$ cat config.mk
export PLATFORM = sky130hd
export DESIGN_NAME = cfg_serial_loader
export DESIGN_NICKNAME = d
export VERILOG_FILES = /design/src/rtl/cfg_pkg.sv /design/src/rtl/cfg_sync_edge.sv /design/src/rtl/cfg_shift.sv /design/src/rtl/cfg_active.sv /design/src/rtl/cfg_serial_loader.sv
export SDC_FILE = /design/constraint.sdc
export NUM_CORES = 1
export LEC_CHECK = 0
export BUFFER_PORTS_ARGS = -buffer_cell sky130_fd_sc_hd__buf_4
export CORE_AREA = 2 2 50 52
export DETAILED_ROUTE_END_ITERATION = 7
export DIE_AREA = 0 0 52 54
export GPL_TIMING_DRIVEN = 0
export PLACE_DENSITY = 0.83
export SYNTH_ARGS = -nofsm -noshare
export SYNTH_HDL_FRONTEND = slang
export SYNTH_SLANG_ARGS = --single-unit
$ cat constraint.sdc
create_clock -name clk -period 1.6 [get_ports clk]
set_clock_uncertainty 0.1 [all_clocks]
set_input_delay 0.16 -clock clk [delete_from_list [all_inputs] [get_ports clk]]
set_output_delay 0.16 -clock clk [all_outputs]
set_load 0.005 [all_outputs]
$ cat src/rtl/cfg_pkg.sv
package cfg_pkg;
  localparam int CFG_M_W = 7;
  localparam int CFG_N_W = 2;
  localparam int CFG_T_W = 3;
  localparam int CFG_SYNC_STAGES = 2;
endpackage

$ cat src/rtl/cfg_sync_edge.sv
module cfg_sync_edge #(
  parameter int W      = 3,
  parameter int STAGES = 2
) (
  input  logic         clk,
  input  logic         rst,
  input  logic [W-1:0] din,
  output logic [W-1:0] lvl,
  output logic [W-1:0] rise
);
  genvar gi;
  generate
    for (gi = 0; gi < W; gi++) begin : g_bit
      logic [STAGES-1:0] chain;
      logic              last;
      always_ff @(posedge clk) begin
        if (rst) begin
          chain <= '0;
          last  <= 1'b0;
        end else begin
          chain <= {chain[STAGES-2:0], din[gi]};
          last  <= chain[STAGES-1];
        end
      end
      assign lvl[gi]  = chain[STAGES-1];
      assign rise[gi] = chain[STAGES-1] & ~last;

      // an edge pulse lasts one cycle only
      a_r9_single_pulse: assert property (@(posedge clk) disable iff (rst)
        rise[gi] |=> !rise[gi]);
    end
  endgenerate
endmodule

$ cat src/rtl/cfg_shift.sv
module cfg_shift #(
  parameter int W = 12
) (
  input  logic         clk,
  input  logic         rst,
  input  logic         shift_en,
  input  logic         din,
  output logic [W-1:0] q,
  output logic         sout
);
  always_ff @(posedge clk) begin
    if (rst) q <= '0;
    else if (shift_en) q <= {q[W-2:0], din};
  end

  assign sout = q[W-1];

  // shifting moves every bit one place up
  a_r2_shift_up: assert property (@(posedge clk) disable iff (rst)
    shift_en |=> (q[W-1:1] == $past(q[W-2:0])));
  // without an edge the register is untouched
  a_r2_hold: assert property (@(posedge clk) disable iff (rst)
    !shift_en |=> $stable(q));
endmodule

$ cat src/rtl/cfg_active.sv
module cfg_active #(
  parameter int           M_W   = 7,
  parameter int           N_W   = 2,
  parameter int           T_W   = 3,
  parameter logic [M_W-1:0] M_RST = 40,
  parameter logic [N_W-1:0] N_RST = 1,
  localparam int          FW    = M_W + N_W + T_W
) (
  input  logic           clk,
  input  logic           rst,
  input  logic           pin_mode,
  input  logic [M_W-1:0] pin_m,
  input  logic [N_W-1:0] pin_n,
  input  logic           load,
  input  logic [FW-1:0]  frame,
  output logic [M_W-1:0] div_m,
  output logic [N_W-1:0] div_n,
  output logic [T_W-1:0] tsel
);
  logic [M_W-1:0] f_m;
  logic [N_W-1:0] f_n;
  logic [T_W-1:0] f_t;

  assign f_t = frame[FW-1 -: T_W];
  assign f_n = frame[M_W +: N_W];
  assign f_m = frame[M_W-1:0];

  always_ff @(posedge clk) begin
    if (rst) begin
      div_m <= M_RST;
      div_n <= N_RST;
      tsel  <= '0;
    end else if (pin_mode) begin
      div_m <= pin_m;
      div_n <= pin_n;
      tsel  <= '0;
    end else if (load) begin
      div_m <= f_m;
      div_n <= f_n;
      tsel  <= f_t;
    end
  end

  // pin mode keeps the test field quiet
  a_r5_tsel_quiet: assert property (@(posedge clk) disable iff (rst)
    pin_mode |=> (tsel == '0));
  // pin mode takes M from the pins even on a strobe
  a_r6_pins_win: assert property (@(posedge clk) disable iff (rst)
    (pin_mode && load) |=> (div_m == $past(pin_m)));
  // strobe copies the test field from the frame
  a_r4_copy_t: assert property (@(posedge clk) disable iff (rst)
    (!pin_mode && load) |=> (tsel == $past(frame[FW-1 -: T_W])));
  // hold between loads
  a_r7_hold: assert property (@(posedge clk) disable iff (rst)
    (!pin_mode && !load) |=> $stable({div_m, div_n, tsel}));
  // reset values
  a_r1_reset: assert property (@(posedge clk)
    rst |=> (tsel == '0 && div_m == M_RST && div_n == N_RST));
endmodule

$ cat src/rtl/cfg_serial_loader.sv
module cfg_serial_loader
  import cfg_pkg::*;
#(
  parameter int             M_W    = CFG_M_W,
  parameter int             N_W    = CFG_N_W,
  parameter int             T_W    = CFG_T_W,
  parameter int             STAGES = CFG_SYNC_STAGES,
  parameter logic [M_W-1:0] M_RST  = 40,
  parameter logic [N_W-1:0] N_RST  = 1,
  localparam int            FW     = M_W + N_W + T_W
) (
  input  logic           clk,
  input  logic           rst,
  input  logic           sr_clk,
  input  logic           sr_data,
  input  logic           sr_strobe,
  input  logic           pin_cfg_n,
  input  logic [M_W-1:0] pin_m,
  input  logic [N_W-1:0] pin_n,
  output logic [M_W-1:0] div_m,
  output logic [N_W-1:0] div_n,
  output logic [T_W-1:0] tsel,
  output logic           sr_out
);
  logic [2:0]    s_lvl, s_rise;
  logic [FW-1:0] word;

  cfg_sync_edge #(.W(3), .STAGES(STAGES)) u_sync (
    .clk(clk), .rst(rst),
    .din({sr_strobe, sr_data, sr_clk}),
    .lvl(s_lvl), .rise(s_rise)
  );

  cfg_shift #(.W(FW)) u_shift (
    .clk(clk), .rst(rst),
    .shift_en(s_rise[0]), .din(s_lvl[1]),
    .q(word), .sout(sr_out)
  );

  cfg_active #(.M_W(M_W), .N_W(N_W), .T_W(T_W), .M_RST(M_RST), .N_RST(N_RST)) u_act (
    .clk(clk), .rst(rst),
    .pin_mode(~pin_cfg_n), .pin_m(pin_m), .pin_n(pin_n),
    .load(s_rise[2]), .frame(word),
    .div_m(div_m), .div_n(div_n), .tsel(tsel)
  );

  // serial output reflects the top of the word after each shift
  a_r8_sout_top: assert property (@(posedge clk) disable iff (rst)
    s_rise[0] |=> (sr_out == $past(word[FW-2])));
endmodule

==> results of run 1 <==
[state kept, by name (all words and copies together) (netlist names)]
signal / flops
u_act.div_m: 7
u_act.div_n: 2
u_act.tsel: 3
u_shift.q: 12
u_sync.g_bit.chain: 6
u_sync.g_bit.last: 2
[through the flow]
| step | hold slack (ps) | util (%) |
|---|---|---|
| after floorplan | 188 | - |
| after global placement | 273 | 60.0 |
| after detailed placement | 281 | 60.0 |
| after CTS | 17.1 | 64.2 |
| after global routing | 11.0 | 64.2 |
| final | 25.7 | 64.2 |
[path summary, 6_finish.rpt]
| check | from | endpoint | slack (ps) |
|---|---|---|---|
| worst max-delay path | u_sync.g_bit[2].last$_SDFF_PP0_ | u_act.div_m[4]$_SDFFE_PP0P_ | 380 |
| worst min-delay path | pin_m[2] | u_act.div_m[2]$_SDFFE_PP0P_ | 30 |
| worst max register to register | u_sync.g_bit[2].last$_SDFF_PP0_ | u_act.div_m[4]$_SDFFE_PP0P_ | 380 |
| worst min register to register | u_sync.g_bit[0].chain[0]$_SDFF_PP0_ | u_sync.g_bit[0].chain[1]$_SDFF_PP0_ | 340 |
[cells in the mapped netlist (all sizes together)]
cell	instances
dfxtp	32
nor2	6
nor2b	9
nand4b	3
clkbuf	3
and2b	1
buf	6
nand3	6
a311oi	6
nand2b	6
a21oi	15
nand2	42
[repair_timing]
item                                    CTS  global route
endpoints found under the setup margin    0             0
hold buffers                              6             0
hold endpoints to repair                  6             0
[routing by layer]
layer / share of wire, % / up-vias / GRT usage, % / routed length, um
met5: 0 / - / 0 / 0
met4: 1.5 / 0 / 7.89 / 34
met3: 6.0 / 4 / 5.83 / 134
met2: 49 / 35 / 30.4 / 1090
met1: 44 / 444 / 20.8 / 975
li1: - / 520 / - / -
[critical path, cell delays in order, from the launching register on]
cell and delay [ps]:
dfxtp_1 320, nand2b_1 140, buf_2 220, nand2_1 70
a311oi_1 270
[cells by family (layout without fill, tap and decap cells)]
group,Yosys count,after routing
compound gates,21,21
flops,32,32
buf+inv,9,47
simple gates,73,73
[where the power goes]
group | internal, uW | leakage [uW] | switching [uW]
combinational | 77.8 | 0.000297 | 59.4
sequential | 821 | 0.000262 | 11.7
clock | 146 | 0.0000230 | 233
[cell type report]
cell class | instances | area (um2)
clock buffers | 5 | 37.5
flip-flops and latches | 32 | 641
well taps | 30 | 37.5
fillers | 199 | 830
plain buffers | 9 | 45.0
repair buffers | 33 | 263
multi-input cells | 94 | 467
==> flow_summary.toml, run 1 <==
[die]
initial_core_util_pct = 49.7
row_count = 18
die-area_um2 = 2810
die_h_um = 54
die_w_um = 52
ios = 28
core_region_area_um2 = 2320

[cells_and_area]
layout-drive-gt1-share_pct = 23.1
layoutNonFillerInstCount = 203
num_antenna_cells = 0
finalInstanceArea_um2 = 1490
syn_to_final_growth_pct = 29.3
nets = 190
mostFrequentLayoutCells = "nand2_1 (42), dfxtp_1 (32), buf_4 (28), a21oi_1 (15), nor2b_1 (9)"
final_common_cell = "nand2_1"

[placed_design]
dp_hpwl_um = 1600
place_inst = 192
gp_congestion = 0.710
pre_cts_ws_ps = 369
place_area_um2 = 1390
port_buffers = 27

[synthesis]
yosys.area_share.simple_pct = 29.4
ys_types = 14
synth_area_leader_cell = "dfxtp_1"
ys_seq_area_share_pct = 55.6
synth.area.top_cells = "dfxtp_1 (56%), nand2_1 (14%), a21oi_1 (6.5%)"
synthesis.nets = 150
synth_top_family_by_area = "simple AND/OR/NAND/NOR gates"
synth_top_area_share_pct = 55.6
syn_inst = 135
synthesis.area_um2 = 1150
ys_ff_latch = 32
synth_mux_area_share_pct = 0
synth_xor_area_share_pct = 0
yosysWarnings = 0
synth-compound-area-share_pct = 11.1
syn_avg_cell_area_um2 = 8.54
synth_fa_ha_area_share_pct = 0

[worst_hold_path]
hold_depth = 3
hp-class = "primary input to flop"

[sta]
setup-violations-final = 0
final-hold-violation-count = 0
final.setup.tns_ps = 0
fmax_mhz = 821
finalCriticalPeriod_ps = 1220
timing.final.max_slew_violations = 0
rsz0062_at_grt = "false"
worstMarginPinSlew_ps = 436
maxSlewHeadroom_pct = 71.0
post-route-period-util_pct = 76.1
layout_setup_ws_ps = 382

[worst_setup_path]
reg2reg_depth = 4
endpoint_kind = "flop"
critical_path_class = "flop to flop"
cp.arrival_ps = 1340
cp_max_fo = 10
cp.required_ps = 1730
cp-start-kind = "flop"

[pwr]
p_per_area_nw_per_um2 = 906
ir_drop_mv = 0.624
power_uw = 1350
p_leak_uw = 0.000582

[cts]
cts_buffers = 5
post-cts-setup-buffers = 0
clk_path_buf_depth = 2
cts_resized = 0
cts_tree = "yes"
clkSinkCount = 32
clk_latency_ps = 310
htree_levels = 2
cts_root_buf = "clkbuf_4"
clk_pin_slew_ps = 90

[global_routing]
grt_use_total_pct = 18.0
antenna_found_initial = 0
grt_max_degree = 11
grt_pass1_vias = 883
overflow = 0
grt_pass1_wl_um = 3610

[detailed_routing]
first_pass_iters = 4
ant_nets = 0
drc = 0
wl_per_cell_um = 11.0
via_per_inst = 4.94
routed_wirelength_um = 2230
initialDrtViolationCount = 20
num_vias = 1003

[run_status]
outcome = "completed"

[job]
drv_cap = 0
Power figures use the tool's default switching activity.
==> run 2, diff against run 1 <==
--- a/config.mk
+++ b/config.mk
@@ -6,11 +6,11 @@
 export NUM_CORES = 1
 export LEC_CHECK = 0
 export BUFFER_PORTS_ARGS = -buffer_cell sky130_fd_sc_hd__buf_4
-export CORE_AREA = 2 2 50 52
+export CORE_AREA = 2 2 52 54
 export DETAILED_ROUTE_END_ITERATION = 7
-export DIE_AREA = 0 0 52 54
+export DIE_AREA = 0 0 54 56
 export GPL_TIMING_DRIVEN = 0
-export PLACE_DENSITY = 0.83
+export PLACE_DENSITY = 0.78
 export SYNTH_ARGS = -nofsm -noshare
 export SYNTH_HDL_FRONTEND = slang
 export SYNTH_SLANG_ARGS = --single-unit
==> constraint.sdc (replaced) <==
create_clock -name clk -period 1.2 [get_ports clk]
set_clock_uncertainty 0.1 [all_clocks]
set_input_delay 0.12 -clock clk [delete_from_list [all_inputs] [get_ports clk]]
set_output_delay 0.12 -clock clk [all_outputs]
set_load 0.005 [all_outputs]
==> run 2 against run 1 <==
  * Register-to-register slack lost 350 ps
  * Via count grew 3.1%
  * Sequential cell count is the same
  * Maximum frequency rose by 4.7%
  * Die area rose by 7.7%
  * Wire length rose by 12%
  * Total power grew 45%
  * Sequential power grew 33%
  * Setup slack worse by 350 ps
  * Clock power up 68%
  * Combinational power is 52% higher
  * Hold slack lost 16 ps
  * Largest power group unchanged
==> flow_summary.toml, run 2 (synthesis results as in run 1) <==
[run_status]
outcome = "completed"

[cts]
htree_levels = 2
clkSinkCount = 32
clk_latency_ps = 330
cts_root_buf = "clkbuf_4"
cts_buffers = 5
clk_path_buf_depth = 2
cts_tree = "yes"
clk_pin_slew_ps = 110

[cells_and_area]
largest_reg_flops = 12
finalInstanceArea_um2 = 1600
reg_top3 = "u_shift.q x12, u_act.div_m x7, u_sync.g_bit.chain x6"
mostFrequentLayoutCells = "nand2_1 (41), buf_4 (30), dfxtp_1 (30), a21oi_1 (15), dlygate4sd3_1 (10)"
layout-drive-gt1-share_pct = 28.0
num_antenna_cells = 0
final_common_cell = "nand2_1"
nets = 196
largest_register = "u_shift.q"
fill_cells = 198
syn_to_final_growth_pct = 39.1

[detailed_routing]
drc = 0
first_pass_iters = 4
via_per_inst = 4.88
ant_nets = 0
num_vias = 1034
routed_wirelength_um = 2490
wl_per_cell_um = 11.8
initialDrtViolationCount = 22

[die]
row_count = 18
die_w_um = 54
core_region_area_um2 = 2430
ios = 28
die-area_um2 = 3020
die_h_um = 56
initial_core_util_pct = 47.4

[worst_setup_path]
cp_max_fo = 8
r2r_setup_slack_ps = 40
r2r_end = "u_act.div_m[1]$_SDFFE_PP0P_"
cp.required_ps = 1340
path_cells = "and2b_2 > buf_6 > nand2_1 > a311oi_1"
cp-start-kind = "flop"
r2r-start = "u_sync.g_bit[2].last$_SDFF_PP0_"
endpoint_kind = "flop"
critPathSlowestCell = "dfxtp_2"
critical_path_class = "flop to flop"
cp.arrival_ps = 1300
reg2reg_depth = 4
critPathMaxStageDelay_ps = 320

[global_routing]
top_usage_layer = "met2"
grt_use_total_pct = 18.0
grtUsageMet1_pct = 20.4
antenna_found_initial = 0
use_met2_pct = 30.7
grt_pass1_wl_um = 3980
overflow = 0
met3_usage_pct = 5.65
grt_max_degree = 11
grt_pass1_vias = 949

[sta]
maxSlewHeadroom_pct = 70.9
final-hold-violation-count = 0
worstMarginPinSlew_ps = 437
fmax_mhz = 859
rsz0062_at_grt = "false"
timing.final.max_slew_violations = 0
finalCriticalPeriod_ps = 1160
setup-violations-final = 0
post-route-period-util_pct = 97.0
final.setup.tns_ps = 0

[placed_design]
gp_congestion = 0.729
port_buffers = 27
place_area_um2 = 1390
dp_hpwl_um = 1660

[worst_hold_path]
worst_hold_startpoint = "pin_m[6]"
hold_depth = 3
hp-class = "primary input to flop"
whs_endpoint = "u_act.div_m[6]$_SDFFE_PP0P_"

[pwr]
p_per_area_nw_per_um2 = 1220
p_leak_uw = 0.000633
ir_drop_mv = 0.867

[job]
drv_cap = 0
## run 2: per-layer routing
layer,wire length [um],vias to the layer above
met3,125,2
met4,12,0
met2,1250,33
met1,1110,463
li1,-,536
met5,0,-
## run 2: worst max path at each step
stage	cells after the start	end	slack (ps)	startpoint
after global routing	4	u_act.div_m[6]$_SDFFE_PP0P_	2	u_sync.g_bit[2].last$_SDFF_PP0_
final	4	u_act.div_m[1]$_SDFFE_PP0P_	40	u_sync.g_bit[2].last$_SDFF_PP0_
after floorplan	4	u_act.div_m[0]$_SDFFE_PP0P_	110	u_sync.g_bit[2].last$_SDFF_PP0_
after CTS	4	u_act.div_m[0]$_SDFFE_PP0P_	8	u_sync.g_bit[2].last$_SDFF_PP0_
after detailed placement	4	u_act.div_m[1]$_SDFFE_PP0P_	-10	u_sync.g_bit[2].last$_SDFF_PP0_
after global placement	4	u_act.div_m[1]$_SDFFE_PP0P_	50	u_sync.g_bit[2].last$_SDFF_PP0_
## run 2: final cells by class
| class | count | area, um2 | area share, % |
|---|---|---|---|
| Sequential cell | 32 | 643 | 40.1 |
| Clock inverter | 2 | 10.0 | 0.625 |
| Buffer | 9 | 57.6 | 3.59 |
| Multi-Input combinational cell | 94 | 485 | 30.3 |
| Timing Repair Buffer | 39 | 318 | 19.8 |
| Clock buffer | 6 | 51.3 | 3.20 |
| Tap cell | 30 | 37.5 | 2.34 |
## run 2: stage by stage
stage / worst slack [ps] / utilization (%) / std cells / hold WS [ps] / power, uW
CTS: 8.15 / 64.2 / 210 / 7.43 / 1960
global placement: 51.1 / 57.3 / 192 / 234 / 1300
finish: 36.4 / 65.9 / 212 / 9.67 / 1960
floorplan: 115 / - / 135 / 148 / 1210
global route: 2.44 / 65.9 / 212 / 24.9 / 2050
detailed placement: -14.8 / 57.3 / 192 / 238 / 1300
## run 2: power breakdown
group          total (uW)  leakage (uW)  switching (uW)  internal [uW]
combinational         208      0.000333            86.4            121
sequential           1110      0.000263            16.7           1100
clock                 637     0.0000380             358            279
## run 2: repair_timing
action,CTS,global route
hold endpoints to repair,10,0
resized for setup,2,9
endpoints found under the setup margin,3,14
buffers inserted,0,2
pin swaps,0,1
hold buffers,10,0
## run 2: worst max-delay path: cells and delay by family, from the launching register on
family | cells | cell delay (ps)
DFF | 1 | 320
AOI/OAI and AO/OA | 1 | 280
and+or+nand+nor | 2 | 270
buffers and inverters | 1 | 120
